`config.mk`:
```
export PLATFORM = sky130hd
export DESIGN_NAME = fiqsel_top
export DESIGN_NICKNAME = d
export VERILOG_FILES = /design/src/rtl/fiqsel_pkg.sv /design/src/rtl/fiqsel_ctrl_reg.sv /design/src/rtl/fiqsel_src_mux.sv /design/src/rtl/fiqsel_gate.sv /design/src/rtl/fiqsel_top.sv
export SDC_FILE = /design/constraint.sdc
export NUM_CORES = 1
export LEC_CHECK = 0
export BUFFER_PORTS_ARGS = -buffer_cell sky130_fd_sc_hd__buf_2
export CORE_AREA = 2 2 85 87
export CTS_CLUSTER_DIAMETER = 50
export DETAILED_ROUTE_END_ITERATION = 8
export DIE_AREA = 0 0 87 89
export PLACE_DENSITY = 0.75
export SYNTH_ARGS = -nofsm -noshare
export SYNTH_HDL_FRONTEND = slang
export SYNTH_SLANG_ARGS = --single-unit
```
`constraint.sdc`:
```
create_clock -name clk -period 3.75 [get_ports clk]
set_input_delay 0.75 -clock clk [delete_from_list [all_inputs] [get_ports clk]]
set_output_delay 0.75 -clock clk [all_outputs]
set_load 0.1 [all_outputs]
```
`src/rtl/fiqsel_pkg.sv`:
```
package fiqsel_pkg;

    localparam int B0_N      = 8;
    localparam int B1_N      = 32;
    localparam int B2_N      = 32;
    localparam int TOTAL_N   = B1_N + B2_N + B0_N;
    localparam int IDX_W     = $clog2(TOTAL_N);
    localparam int DATA_W    = 32;
    localparam int ADDR_W    = 8;
    localparam logic [ADDR_W-1:0] CTRL_OFFSET = 8'h0C;

    // Flat index bases: bank 1 first, then bank 2, then bank 0.
    localparam int B1_BASE   = 0;
    localparam int B2_BASE   = B1_BASE + B1_N;
    localparam int B0_BASE   = B2_BASE + B2_N;

    typedef struct packed {
        logic             en;
        logic [IDX_W-1:0] idx;
    } ctrl_t;

    localparam int CTRL_W = $bits(ctrl_t);

endpackage

```
`src/rtl/fiqsel_ctrl_reg.sv`:
```
module fiqsel_ctrl_reg
    import fiqsel_pkg::*;
#(
    parameter int                 P_ADDR_W = ADDR_W,
    parameter int                 P_DATA_W = DATA_W,
    parameter logic [P_ADDR_W-1:0] P_OFFSET = CTRL_OFFSET
) (
    input  logic                clk,
    input  logic                rst_n,
    input  logic                we_i,
    input  logic [P_ADDR_W-1:0] addr_i,
    input  logic [P_DATA_W-1:0] wdata_i,
    output ctrl_t               ctrl_o,
    output logic [P_DATA_W-1:0] rdata_o
);

    localparam int PAD_W = P_DATA_W - CTRL_W;

    typedef struct packed {
        ctrl_t ctrl;
    } reg_state_t;

    reg_state_t st_d, st_q;
    logic       hit;

    always_comb begin
        hit  = (addr_i == P_OFFSET);
        st_d = st_q;
        if (we_i && hit) begin
            st_d.ctrl = ctrl_t'(wdata_i[CTRL_W-1:0]);
        end
    end

    always_ff @(posedge clk or negedge rst_n) begin
        if (!rst_n) begin
            st_q <= '0;
        end else begin
            st_q <= st_d;
        end
    end

    always_comb begin
        rdata_o = '0;
        if (hit) begin
            rdata_o = {{PAD_W{1'b0}}, st_q.ctrl};
        end
    end

    assign ctrl_o = st_q.ctrl;

    AST_FOREIGN_WRITE_IGNORED: assert property (@(posedge clk) disable iff (!rst_n)
        (we_i && (addr_i != P_OFFSET)) |=> $stable(ctrl_o));

    AST_WRITE_LOW_BYTE_ONLY: assert property (@(posedge clk) disable iff (!rst_n)
        (we_i && (addr_i == P_OFFSET) && (wdata_i[P_DATA_W-1:CTRL_W] != '0))
        |=> (ctrl_o == $past(wdata_i[CTRL_W-1:0])));

endmodule

```
`src/rtl/fiqsel_src_mux.sv`:
```
module fiqsel_src_mux
    import fiqsel_pkg::*;
#(
    parameter int P_B0_N = B0_N,
    parameter int P_B1_N = B1_N,
    parameter int P_B2_N = B2_N
) (
    input  logic [IDX_W-1:0]  idx_i,
    input  logic [P_B0_N-1:0] b0_src_i,
    input  logic [P_B1_N-1:0] b1_src_i,
    input  logic [P_B2_N-1:0] b2_src_i,
    input  logic [P_B0_N-1:0] b0_en_i,
    input  logic [P_B1_N-1:0] b1_en_i,
    input  logic [P_B2_N-1:0] b2_en_i,
    output logic              valid_o,
    output logic              sel_src_o,
    output logic              sel_en_o
);

    localparam int N     = P_B1_N + P_B2_N + P_B0_N;
    localparam int BASE2 = P_B1_N;
    localparam int BASE0 = P_B1_N + P_B2_N;

    logic [N-1:0] flat_src;
    logic [N-1:0] flat_en;
    logic [N-1:0] dec;

    // Flatten in the selector's order: bank 1, bank 2, bank 0.
    for (genvar i = 0; i < N; i++) begin : g_flat
        if (i < BASE2) begin : g_b1
            assign flat_src[i] = b1_src_i[i];
            assign flat_en[i]  = b1_en_i[i];
        end else if (i < BASE0) begin : g_b2
            assign flat_src[i] = b2_src_i[i-BASE2];
            assign flat_en[i]  = b2_en_i[i-BASE2];
        end else begin : g_b0
            assign flat_src[i] = b0_src_i[i-BASE0];
            assign flat_en[i]  = b0_en_i[i-BASE0];
        end
        assign dec[i] = (idx_i == IDX_W'(i));
    end

    always_comb begin
        valid_o   = (|dec);
        sel_src_o = (|(dec & flat_src));
        sel_en_o  = (|(dec & flat_en));
    end

endmodule

```
`src/rtl/fiqsel_gate.sv`:
```
module fiqsel_gate
    import fiqsel_pkg::*;
(
    input  logic  clk,
    input  logic  rst_n,
    input  ctrl_t ctrl_i,
    input  logic  valid_i,
    input  logic  sel_src_i,
    input  logic  sel_en_i,
    output logic  fiq_o,
    output logic  overlap_o
);

    typedef struct packed {
        logic fiq;
        logic ovl;
    } gate_state_t;

    gate_state_t st_d, st_q;

    always_comb begin
        st_d     = st_q;
        st_d.fiq = ctrl_i.en & valid_i & sel_src_i;
        st_d.ovl = ctrl_i.en & valid_i & sel_src_i & sel_en_i;
    end

    always_ff @(posedge clk or negedge rst_n) begin
        if (!rst_n) begin
            st_q <= '0;
        end else begin
            st_q <= st_d;
        end
    end

    assign fiq_o     = st_q.fiq;
    assign overlap_o = st_q.ovl;

    AST_FIQ_NEEDS_ENABLE: assert property (@(posedge clk) disable iff (!rst_n)
        fiq_o |-> $past(ctrl_i.en));

    AST_FIQ_INDEX_IN_RANGE: assert property (@(posedge clk) disable iff (!rst_n)
        fiq_o |-> ($past(ctrl_i.idx) < IDX_W'(TOTAL_N)));

    AST_OVERLAP_NEEDS_FIQ: assert property (@(posedge clk) disable iff (!rst_n)
        overlap_o |-> fiq_o);

endmodule

```
`src/rtl/fiqsel_top.sv`:
```
module fiqsel_top
    import fiqsel_pkg::*;
(
    input  logic              clk,
    input  logic              rst_n,
    input  logic              cfg_we_i,
    input  logic [ADDR_W-1:0] cfg_addr_i,
    input  logic [DATA_W-1:0] cfg_wdata_i,
    output logic [DATA_W-1:0] cfg_rdata_o,
    input  logic [B0_N-1:0]   bank0_src_i,
    input  logic [B1_N-1:0]   bank1_src_i,
    input  logic [B2_N-1:0]   bank2_src_i,
    input  logic [B0_N-1:0]   bank0_irq_en_i,
    input  logic [B1_N-1:0]   bank1_irq_en_i,
    input  logic [B2_N-1:0]   bank2_irq_en_i,
    output logic              fiq_o,
    output logic              overlap_o
);

    ctrl_t ctrl;
    logic  sel_valid;
    logic  sel_src;
    logic  sel_en;

    fiqsel_ctrl_reg u_reg (
        .clk     (clk),
        .rst_n   (rst_n),
        .we_i    (cfg_we_i),
        .addr_i  (cfg_addr_i),
        .wdata_i (cfg_wdata_i),
        .ctrl_o  (ctrl),
        .rdata_o (cfg_rdata_o)
    );

    fiqsel_src_mux u_mux (
        .idx_i     (ctrl.idx),
        .b0_src_i  (bank0_src_i),
        .b1_src_i  (bank1_src_i),
        .b2_src_i  (bank2_src_i),
        .b0_en_i   (bank0_irq_en_i),
        .b1_en_i   (bank1_irq_en_i),
        .b2_en_i   (bank2_irq_en_i),
        .valid_o   (sel_valid),
        .sel_src_o (sel_src),
        .sel_en_o  (sel_en)
    );

    fiqsel_gate u_gate (
        .clk       (clk),
        .rst_n     (rst_n),
        .ctrl_i    (ctrl),
        .valid_i   (sel_valid),
        .sel_src_i (sel_src),
        .sel_en_i  (sel_en),
        .fiq_o     (fiq_o),
        .overlap_o (overlap_o)
    );

endmodule

```
# ---- After elaboration in Yosys (flattened, before gate mapping)
# Index checks and enable logic that the tools add are counted.
dict set report word_totals {
  elab_cells 87
  output_inout_bits 34
  regBits 10
}
dict set report classes {
  eq_ne 72
  n_reduce_logical 5
  bitwise 5
  mux 1
}
# operator count
set op_table {}
lappend op_table {{$eq A7 B6 Y1 const B} 32}
lappend op_table {{$reduce_or A72 Y1} 3}
lappend op_table {{$and A72 B72 Y72} 2}
lappend op_table {{$eq A7 B5 Y1 const B} 16}
lappend op_table {{$eq A7 B4 Y1 const B} 8}
lappend op_table {{$eq A7 B7 Y1 const B} 8}
lappend op_table {{$eq A7 B3 Y1 const B} 4}
lappend op_table {{$eq A7 B2 Y1 const B} 2}
lappend op_table {{$eq A8 B4 Y1 const B} 1}
lappend op_table {{$mux W8} 1}
lappend op_table {{$eq A7 B1 Y1 const B} 1}
lappend op_table {{$logic_not A7 Y1} 1}
lappend op_table {{$and A1 B1 Y1} 3}
lappend op_table {{$logic_and A1 B1 Y1} 1}

# ---- Longest topological paths before layout
# Gate-level depths: netlist of the first run.
dict set report logic_depth {
  word_depth 5
  mapped_depth 10
  depth_no_buf 7
}

# ---- Modules after synthesis
# Synthesis of the first run repeated with hierarchy kept, for this count alone.
dict set report hier_totals {
  hier_cells 310
  area_unflattened_um2 2397.3
}
# module area_each_um2 cells_each seq_area_each_um2 instances
set modules_own_cells {}
lappend modules_own_cells {fiqsel_src_mux 1731.7 250 0.0 1}
lappend modules_own_cells {fiqsel_ctrl_reg 599.3 56 200.2 1}
lappend modules_own_cells {fiqsel_gate 66.3 4 50.0 1}

# ---- Worst setup path after synthesis of the first run
# No wires, ideal clock.
dict set report synth_path {
  kind {input to output}
  start {input port cfg_addr_i[5]}
  end {output port cfg_rdata_o[0]}
  path_buffers 0
  arrival_time_ns 2.443
  required_ns 3.000
  slack_ns 0.557
  cell_stages 3
  cell_sequence {or4_1 -> nor4_4 -> and2_1}
}
dict set report synth_via {
  elab_chain_cells 2
}
# element line_no
set synth_lines {}
lappend synth_lines {{start: declaration} fiqsel_top.sv:7} ;# input logic [ADDR_W-1:0] cfg_addr_i,
lappend synth_lines {{$eq A8 B4 Y1} fiqsel_ctrl_reg.sv:27} ;# hit = (addr_i == P_OFFSET);
lappend synth_lines {{$mux W8} fiqsel_ctrl_reg.sv:44} ;# if (hit) begin
lappend synth_lines {{end: declaration} fiqsel_top.sv:9} ;# output logic [DATA_W-1:0] cfg_rdata_o,
# No other way between the ends.

# ---- Worst setup path in the final report of the first run
dict set report layout_path {
  start {input port cfg_addr_i[5]}
  end {output port cfg_rdata_o[7]}
}
# The elaborated chain is that of the path after synthesis.

==> flow_summary.yaml, run 1 <==
status:
  outcome: "finished, final reports clean"
clock_network:
  clock_sinks: 10
  cts-buffers-inserted: 3
  cts-root-buf: "clkbuf_8"
  hold_buffers: 0
  cts_resized: 0
  post_cts_buffers: 0
  cts_tree: "built"
  clk_pin_slew_worst_paths_ns: 0.05
  clock_latency_ns: 0.23
  htree_levels: 1
  clockBufferDepth: 2
logic_synthesis:
  ys_seq_elements: 10
  synth-adder-area-share: 0
  synth_cells: 284
  synth_top_area_cell: "dfrtp_1"
  synth_top_area_frac: 0.111
  dominantRegCellSynth: "dfrtp_1"
  synth_mux_area_frac: 0.147
  yosys-top-cells-area: "dfrtp_1 (11%), buf_4 (10%), mux2_2 (7.5%)"
  synth_top_family_by_area: "compound AO/OA/AOI/OAI gates"
  yosysUniqueCellTypes: 58
  syn_area_um2: 2250
  synth_edf_count: 0
  yosys_warnings: 0
  synth_async_sr_flop_share: 1.00
  ys_top_cells_by_count: "buf_4 (30), mux2_2 (15), nor2_1 (15)"
  yosysSeqAreaShare: 0.111
  synth-compound-area-share: 0.318
  synth_area_per_cell_um2: 7.92
  synth_simple_gate_area_frac: 0.250
  synth_xor_area_frac: 0
  yosysMostFrequentCell: "buf_4"
detailed_routing:
  drcViolationCount: 0
  wl_per_cell_um: 19.5
  drt-total-wl_um: 10200
  vias: 3001
  drt_iter0_drc: 331
  vias_per_cell: 5.74
  dr.pass1.iters: 5
  postRouteAntennaNets: 0
timing:
  fin_tns_setup_ns: 0
  maxSlewHeadroom: 0.380
  setup_viol: 0
  timing.final.crit_share: 0.850
  worst_pin_slew_ns: 0.923
  clock.fmax_mhz: 314
  rsz0062_at_grt: "false"
  period_minus_slack_ns: 3.19
  clock-skew-final_ns: 0.00101
  hold_slack_ns: 0.366
  finalMaxSlewViolations: 0
  hold_violations: 0
die:
  coreArea_um2: 6720
  dieArea_um2: 7740
  start_util: 0.335
  die_height_um: 89
  fp.dieW_um: 87
  rows: 30
  io_pins: 221
worst_setup_path:
  arrival_ns: 2.44
  crit_fanout: 9
  rr_startpoint: "u_reg.ctrl_o[2]"
  r2r_setup_slack_ns: 0.85
  reg2reg_depth: 8
  crit_type: "in -> out"
  worstSetupStartpointType: "primary input"
  crit_path_end_kind: "output port"
  crit_required_ns: 3.00
  r2r_end: "u_gate.overlap_o"
final_layout:
  area_delta_synth_final_pct: 36.4
  drive_gt1_frac: 0.472
  postLayoutCellArea_um2: 3070
  fill_cells: 697
  layout.nets: 631
  post-route-util: 0.457
  antenna_cells: 0
global_route:
  grt_pass1_vias: 2781
  grt_max_degree: 44
  grt_pass1_wl_um: 14500
  grtUsageTotal: 0.247
  grt_antenna_before_repair: 2
  gr-total-overflow: 0
placed_design:
  dp_hpwl_um: 8110
  gp_congestion: 0.895
  dpl-instance-area_um2: 3010
  port_buffers: 172
pwr:
  peakVddDrop_mv: 0.245
  leakagePower_nw: 1.47
  p_per_area_nw_per_um2: 200
flow_run:
  maxCapViolations: 0
hold_path:
  hp-class: "in -> async"
-- how the worst max path moves through the flow --
| stage | from | endpoint | slack (ns) | depth (start not counted) |
|---|---|---|---|---|
| floorplan | cfg_addr_i[5] | cfg_rdata_o[0] | 0.56 | 3 |
| global placement | cfg_addr_i[5] | cfg_rdata_o[2] | 0.58 | 5 |
| detailed placement | cfg_addr_i[5] | cfg_rdata_o[7] | 0.55 | 5 |
| CTS | cfg_addr_i[5] | cfg_rdata_o[7] | 0.54 | 5 |
| global route | cfg_addr_i[5] | cfg_rdata_o[7] | 0.50 | 5 |
| finish | cfg_addr_i[5] | cfg_rdata_o[7] | 0.56 | 5 |
-- layout make-up --
| type | instances | area, um2 | share of cell area |
|---|---|---|---|
| clock buffer | 4 | 55.1 | 0.0179 |
| inverter | 4 | 15.0 | 0.00489 |
| multi-input combinational | 243 | 1700 | 0.554 |
| sequential | 10 | 250 | 0.0816 |
| tap | 80 | 100 | 0.0326 |
| timing repair buffer | 182 | 948 | 0.309 |
-- report_power, final --
part           internal (mW)  switching, mW
Clock                 0.0919         0.0381
Sequential             0.113         0.0172
Combinational          0.126          0.227
Total                  0.330          0.282
-- critical path: stages --
cell and delay, ns:
buf_2 0.09, or4_1 0.56, nor4_4 0.42, and2_1 0.20, buf_2 0.42
-- cell usage in the layout (no fill, tap or decap), types with 5 or more instances in the layout --
cell type	netlist	final
buf_2	9	172
conb_1	1	24
nor2_1	15	15
mux2_2	15	15
nand2_1	13	13
nand3_1	13	13
a31oi_1	13	13
and2_1	11	11
a21oi_1	11	11
mux2i_1	11	11
o21ai_0	10	10
dfrtp_1	10	10
a32oi_1	9	9
buf_4	30	9
a22oi_1	8	8
a32o_1	8	8
nor3b_1	7	7
nor2b_1	7	7
nor3_1	7	7
a22o_1	5	5
-- layer usage --
| metal | vias up | GRT usage | share of wire |
|---|---|---|---|
| met5 | - | 0 | 0.0011 |
| met4 | 2 | 0.0511 | 0.017 |
| met3 | 23 | 0.0545 | 0.12 |
| met2 | 230 | 0.443 | 0.47 |
| met1 | 1355 | 0.302 | 0.39 |
| li1 | 1391 | - | - |
-- sequential cells by signal, indices dropped and copies added, names as in the netlist --
| signal | cells |
|---|---|
| u_gate.fiq_o | 1 |
| u_reg.ctrl_o | 8 |
| u_gate.overlap_o | 1 |
-- stage by stage --
stage / std cells / total power, mW / worst slack (ns)
6_report: 523 / 0.613 / 0.561
5_1_grt: 523 / 0.647 / 0.495
3_3_place_gp: 519 / 0.477 / 0.583
4_1_cts: 523 / 0.611 / 0.538
2_1_floorplan: 307 / 0.377 / 0.557
3_5_place_dp: 519 / 0.480 / 0.553
-- cells by family after synthesis --
| family | count (synthesis) |
|---|---|
| compound gates | 94 |
| buf+inv | 54 |
| flops | 10 |
| mux | 29 |
| other cells | 1 |
| simple gates | 96 |
(Power assumes the default switching activity.)
==> inputs of run 2 (changes only) <==
- RECOVER_POWER: not set -> 25
==> run 2 against run 1 <==
- total power fell by 0.11%
- largest cell class unchanged
- design area hardly changed
- global-route usage did not move
- cell count did not move
- routed wire length fell by 0.18%
==> flow_summary.yaml, run 2 (synthesis gave the netlist of run 1 again) <==
clock_network:
  clk_pin_slew_worst_paths_ns: 0.05
  clockBufferDepth: 2
  clock_sinks: 10
  cts_resized: 0
  post_cts_buffers: 0
  cts-buffers-inserted: 3
  cts_tree: "built"
  clock_latency_ns: 0.23
  hold_buffers: 0
  htree_levels: 1
  cts-root-buf: "clkbuf_8"
timing:
  period_minus_slack_ns: 3.19
  maxSlewHeadroom: 0.381
  setup_viol: 0
  clock.fmax_mhz: 314
  rsz0062_at_grt: "false"
  timing.final.crit_share: 0.850
  worst_pin_slew_ns: 0.921
  hold_violations: 0
  finalMaxSlewViolations: 0
  fin_tns_setup_ns: 0
  clock-skew-final_ns: 0.000986
  fin_ws_ns: 0.561
  hold_slack_ns: 0.459
pwr:
  p_clk_frac: 0.212
  total_power_mw: 0.612
  p_per_area_nw_per_um2: 200
  power_switching_share: 0.461
  p_seq_frac: 0.212
  combPwrFrac: 0.576
  peakVddDrop_mv: 0.244
  leakagePower_nw: 1.47
  intPower_mw: 0.330
  switchingPower_mw: 0.282
worst_setup_path:
  path_cells: "buf_2 -> or4_1 -> nor4_4 -> and2_1 -> buf_2"
  reg2reg_depth: 8
  cpPeakStageDelay_ns: 0.56
  arrival_ns: 2.44
  worst_path_max_delay_cell: "or4_1"
  worstSetupStartpointType: "primary input"
  crit_required_ns: 3.00
  r2r_end: "u_gate.overlap_o"
  rr_startpoint: "u_reg.ctrl_o[2]"
  crit_fanout: 9
  critPathMostFrequentCell: "buf_2"
  r2r_setup_slack_ns: 0.85
  crit_path_end_kind: "output port"
  crit_type: "in -> out"
detailed_routing:
  wl_per_cell_um: 19.4
  vias_per_cell: 5.72
  drcViolationCount: 0
  postRouteAntennaNets: 0
  dr.pass1.iters: 5
  vias: 2992
  drt_iter0_drc: 332
  drt-total-wl_um: 10200
global_route:
  grt_pass1_vias: 2781
  grt_max_degree: 44
  grt_pass1_wl_um: 14500
  grt_antenna_before_repair: 2
  gr-total-overflow: 0
  grtUsageTotal: 0.247
die:
  dieArea_um2: 7740
  die_height_um: 89
  coreArea_um2: 6720
  fp.dieW_um: 87
  io_pins: 221
  start_util: 0.335
  rows: 30
final_layout:
  layout.nets: 631
  final_common_cell: "buf_2"
  postLayoutCellArea_um2: 3070
  antenna_cells: 0
  fill_cells: 698
  regArea_um2: 250
  largest_reg_flops: 8
  area_delta_synth_final_pct: 36.3
  multiInputGateArea_um2: 1700
  drive_gt1_frac: 0.470
  final_cell_mix: "buf_2 (171), conb_1 (24), nor2_1 (15), mux2_2 (15)"
hold_path:
  hp-class: "in -> async"
placed_design:
  dpl-instance-area_um2: 3010
  dp_hpwl_um: 8110
  gp_congestion: 0.895
  port_buffers: 172
  dp_slack_ns: 0.553
status:
  outcome: "finished, final reports clean"
flow_run:
  maxCapViolations: 0
-- run 2: how the worst max path moves through the flow --
stage,start,endpoint,slack [ns],cells past startpoint
after floorplan,cfg_addr_i[5],cfg_rdata_o[0],0.56,3
after global placement,cfg_addr_i[5],cfg_rdata_o[2],0.58,5
after detailed placement,cfg_addr_i[5],cfg_rdata_o[7],0.55,5
after CTS,cfg_addr_i[5],cfg_rdata_o[7],0.54,5
after global routing,cfg_addr_i[5],cfg_rdata_o[7],0.50,5
final,cfg_addr_i[5],cfg_rdata_o[7],0.56,5
-- run 2: metrics by stage --
step / utilization / std cells
4_1_cts: 0.457 / 523
3_5_place_dp: 0.448 / 519
6_report: 0.456 / 523
3_3_place_gp: 0.448 / 519
2_1_floorplan: - / 307
5_1_grt: 0.456 / 523
-- run 2: area by class of cell --
type / count / share of cell area
Timing Repair Buffer: 182 / 0.309
Inverter: 4 / 0.00490
Tap cell: 80 / 0.0326
Clock buffer: 4 / 0.0180
Sequential cell: 10 / 0.0816
Multi-Input combinational cell: 243 / 0.554
-- run 2: metal layers --
metal | vias to the layer above | GRT usage | wire [um]
met2 | 234 | 0.443 | 4780
met5 | - | 0 | 11
met3 | 19 | 0.0545 | 1230
met1 | 1346 | 0.302 | 3990
li1 | 1391 | - | -
met4 | 2 | 0.0511 | 148
-- run 2: critical path: cells and delay by family --
family	cells	cell delay (ns)
buf+inv	2	0.51
simple gates	3	1.18
-- run 2: power groups by stage --
| stage | logic, mW | clock network (mW) | registers [mW] |
|---|---|---|---|
| 3_3_place_gp | 0.346 | 0 | 0.131 |
| 2_1_floorplan | 0.256 | 0 | 0.121 |
| 5_1_grt | 0.376 | 0.140 | 0.130 |
| 6_report | 0.352 | 0.130 | 0.130 |
| 4_1_cts | 0.351 | 0.131 | 0.129 |
| 3_5_place_dp | 0.349 | 0 | 0.131 |
==> inputs of run 3 (changes only) <==
- HOLD_SLACK_MARGIN: not set -> 0.12
- clock period: 3.75 -> 3.8 ns (I/O delays scaled with it)
==> run 3 against run 2 <==
- die area is the same
- register-to-register slack lost 0.03 ns
- highest routed layer unchanged
- critical path type unchanged
- critical path depth is the same
- core utilization shrank 0.41 points
- via count grew 2.0%
- combinational power shrank 2%
- cell count shrank 0.38%
- sequential power is essentially flat
==> flow_summary.yaml, run 3 (synthesis gave the netlist of run 1 again) <==
status:
  outcome: "finished, final reports clean"
global_route:
  grt_max_degree: 27
  grtUsageTotal: 0.252
  grt_pass1_wl_um: 15100
  grt_pass1_vias: 2956
  gr-total-overflow: 0
  grt_antenna_before_repair: 2
worst_setup_path:
  worst_path_max_delay_cell: "or4_1"
  crit_type: "in -> out"
  worstSetupStartpointType: "primary input"
  crit_required_ns: 3.04
  cpPeakStageDelay_ns: 0.57
  crit_fanout: 9
  crit_path_end_kind: "output port"
  critPathMostFrequentCell: "buf_2"
  path_delay_family: "simple AND/OR/NAND/NOR gates"
  arrival_ns: 2.45
  path_buf_inv: 2
  path_cells: "buf_2 -> or4_1 -> nor4_4 -> and2_1 -> buf_2"
die:
  start_util: 0.335
  dieArea_um2: 7740
  fp.dieW_um: 87
  die_height_um: 89
  rows: 30
  coreArea_um2: 6720
  io_pins: 221
clock_network:
  cts_tree: "built"
  hold_buffers: 0
  cts-buffers-inserted: 3
  clock_sinks: 10
  cts-root-buf: "clkbuf_8"
  clockBufferDepth: 2
  htree_levels: 1
  post_cts_buffers: 0
  cts_resized: 0
  clock_latency_ns: 0.23
  clk_pin_slew_worst_paths_ns: 0.05
detailed_routing:
  postRouteAntennaNets: 0
  wl_met1_um: 4070
  drt-total-wl_um: 10300
  met2WireLength_um: 4840
  dr.pass1.iters: 5
  dr.max_layer_used: "met5"
  vias: 3051
  vias_per_cell: 5.86
  drcViolationCount: 0
  drt_iter0_drc: 234
  wl_met3_um: 1210
  wl_per_cell_um: 19.7
timing:
  finalMaxSlewViolations: 0
  period_minus_slack_ns: 3.21
  hold_violations: 0
  clock-skew-final_ns: 0.00161
  fin_tns_setup_ns: 0
  timing.final.crit_share: 0.844
  clock.fmax_mhz: 312
  fin_ws_ns: 0.592
  setup_viol: 0
  maxSlewHeadroom: 0.355
  rsz0062_at_grt: "false"
  worst_pin_slew_ns: 0.965
pwr:
  total_power_mw: 0.606
  peakVddDrop_mv: 0.229
  leakagePower_nw: 1.45
  p_per_area_nw_per_um2: 199
final_layout:
  final_common_cell: "buf_2"
  fin_cells: 521
  area_delta_synth_final_pct: 35.1
  largest_reg_flops: 8
  regArea_um2: 250
  antenna_cells: 0
  final_cell_mix: "buf_2 (171), conb_1 (24), nor2_1 (15), mux2_2 (15)"
  drive_gt1_frac: 0.467
  fill_cells: 719
  postLayoutCellArea_um2: 3040
  multiInputGateArea_um2: 1700
  layout.nets: 629
placed_design:
  dpl-instance-area_um2: 2990
  dp_hpwl_um: 8120
  port_buffers: 172
  gp_congestion: 0.897
  dp_slack_ns: 0.579
  dpl.cell_count: 517
hold_path:
  hp-class: "in -> async"
flow_run:
  maxCapViolations: 0
run 3: changes by cell type in the layout (fill, tap and decap cells not counted):
cell    change
buf_4       -1
buf_12      -1
run 3: final cells by class:
type                    instances  share of cell area
clock buffers                   4              0.0181
well taps                      80              0.0329
repair buffers                180               0.303
inverters                       4             0.00494
flip-flops and latches         10              0.0823
multi-input cells             243               0.559
run 3: worst paths after layout:
check,cells after the start,endpoint,from,slack (ns)
setup / recovery,5,cfg_rdata_o[0],cfg_addr_i[5],0.59
hold / removal,1,u_reg.ctrl_o[3],rst_n,0.46
setup reg to reg,7,u_gate.overlap_o,u_reg.ctrl_o[0],0.82
hold reg to reg,1,u_reg.ctrl_o[7],u_reg.ctrl_o[7],0.64
max in group asynchronous,1,u_reg.ctrl_o[4],rst_n,3.00
min in group clk,1,u_reg.ctrl_o[7],u_reg.ctrl_o[7],0.64
run 3: through the flow:
stage                      util  hold WS (ns)
after detailed placement  0.444         0.612
after CTS                 0.453         0.377
after global placement    0.444         0.607
final                     0.452         0.464
after global routing      0.452         0.503
after floorplan               -         0.464
run 3: report_power, final:
group / switching, mW / internal [mW] / total (mW)
combinational: 0.223 / 0.122 / 0.345
clock: 0.0396 / 0.0909 / 0.130
sequential: 0.0194 / 0.111 / 0.130
run 3: worst register-to-register path, cell delays in order, from the launching register on:
cell	delay, ns
dfrtp_1	0.89
nor4bb_2	0.92
a21oi_1	0.14
o311ai_0	0.13
o31ai_1	0.14
a31oi_1	0.24
o311a_1	0.26
o41a_1	0.19
run 3: per-layer routing:
metal / track usage / vias to the layer above
met5: 0 / -
met2: 0.450 / 219
li1: - / 1387
met3: 0.0554 / 16
met1: 0.310 / 1427
met4: 0.0568 / 2
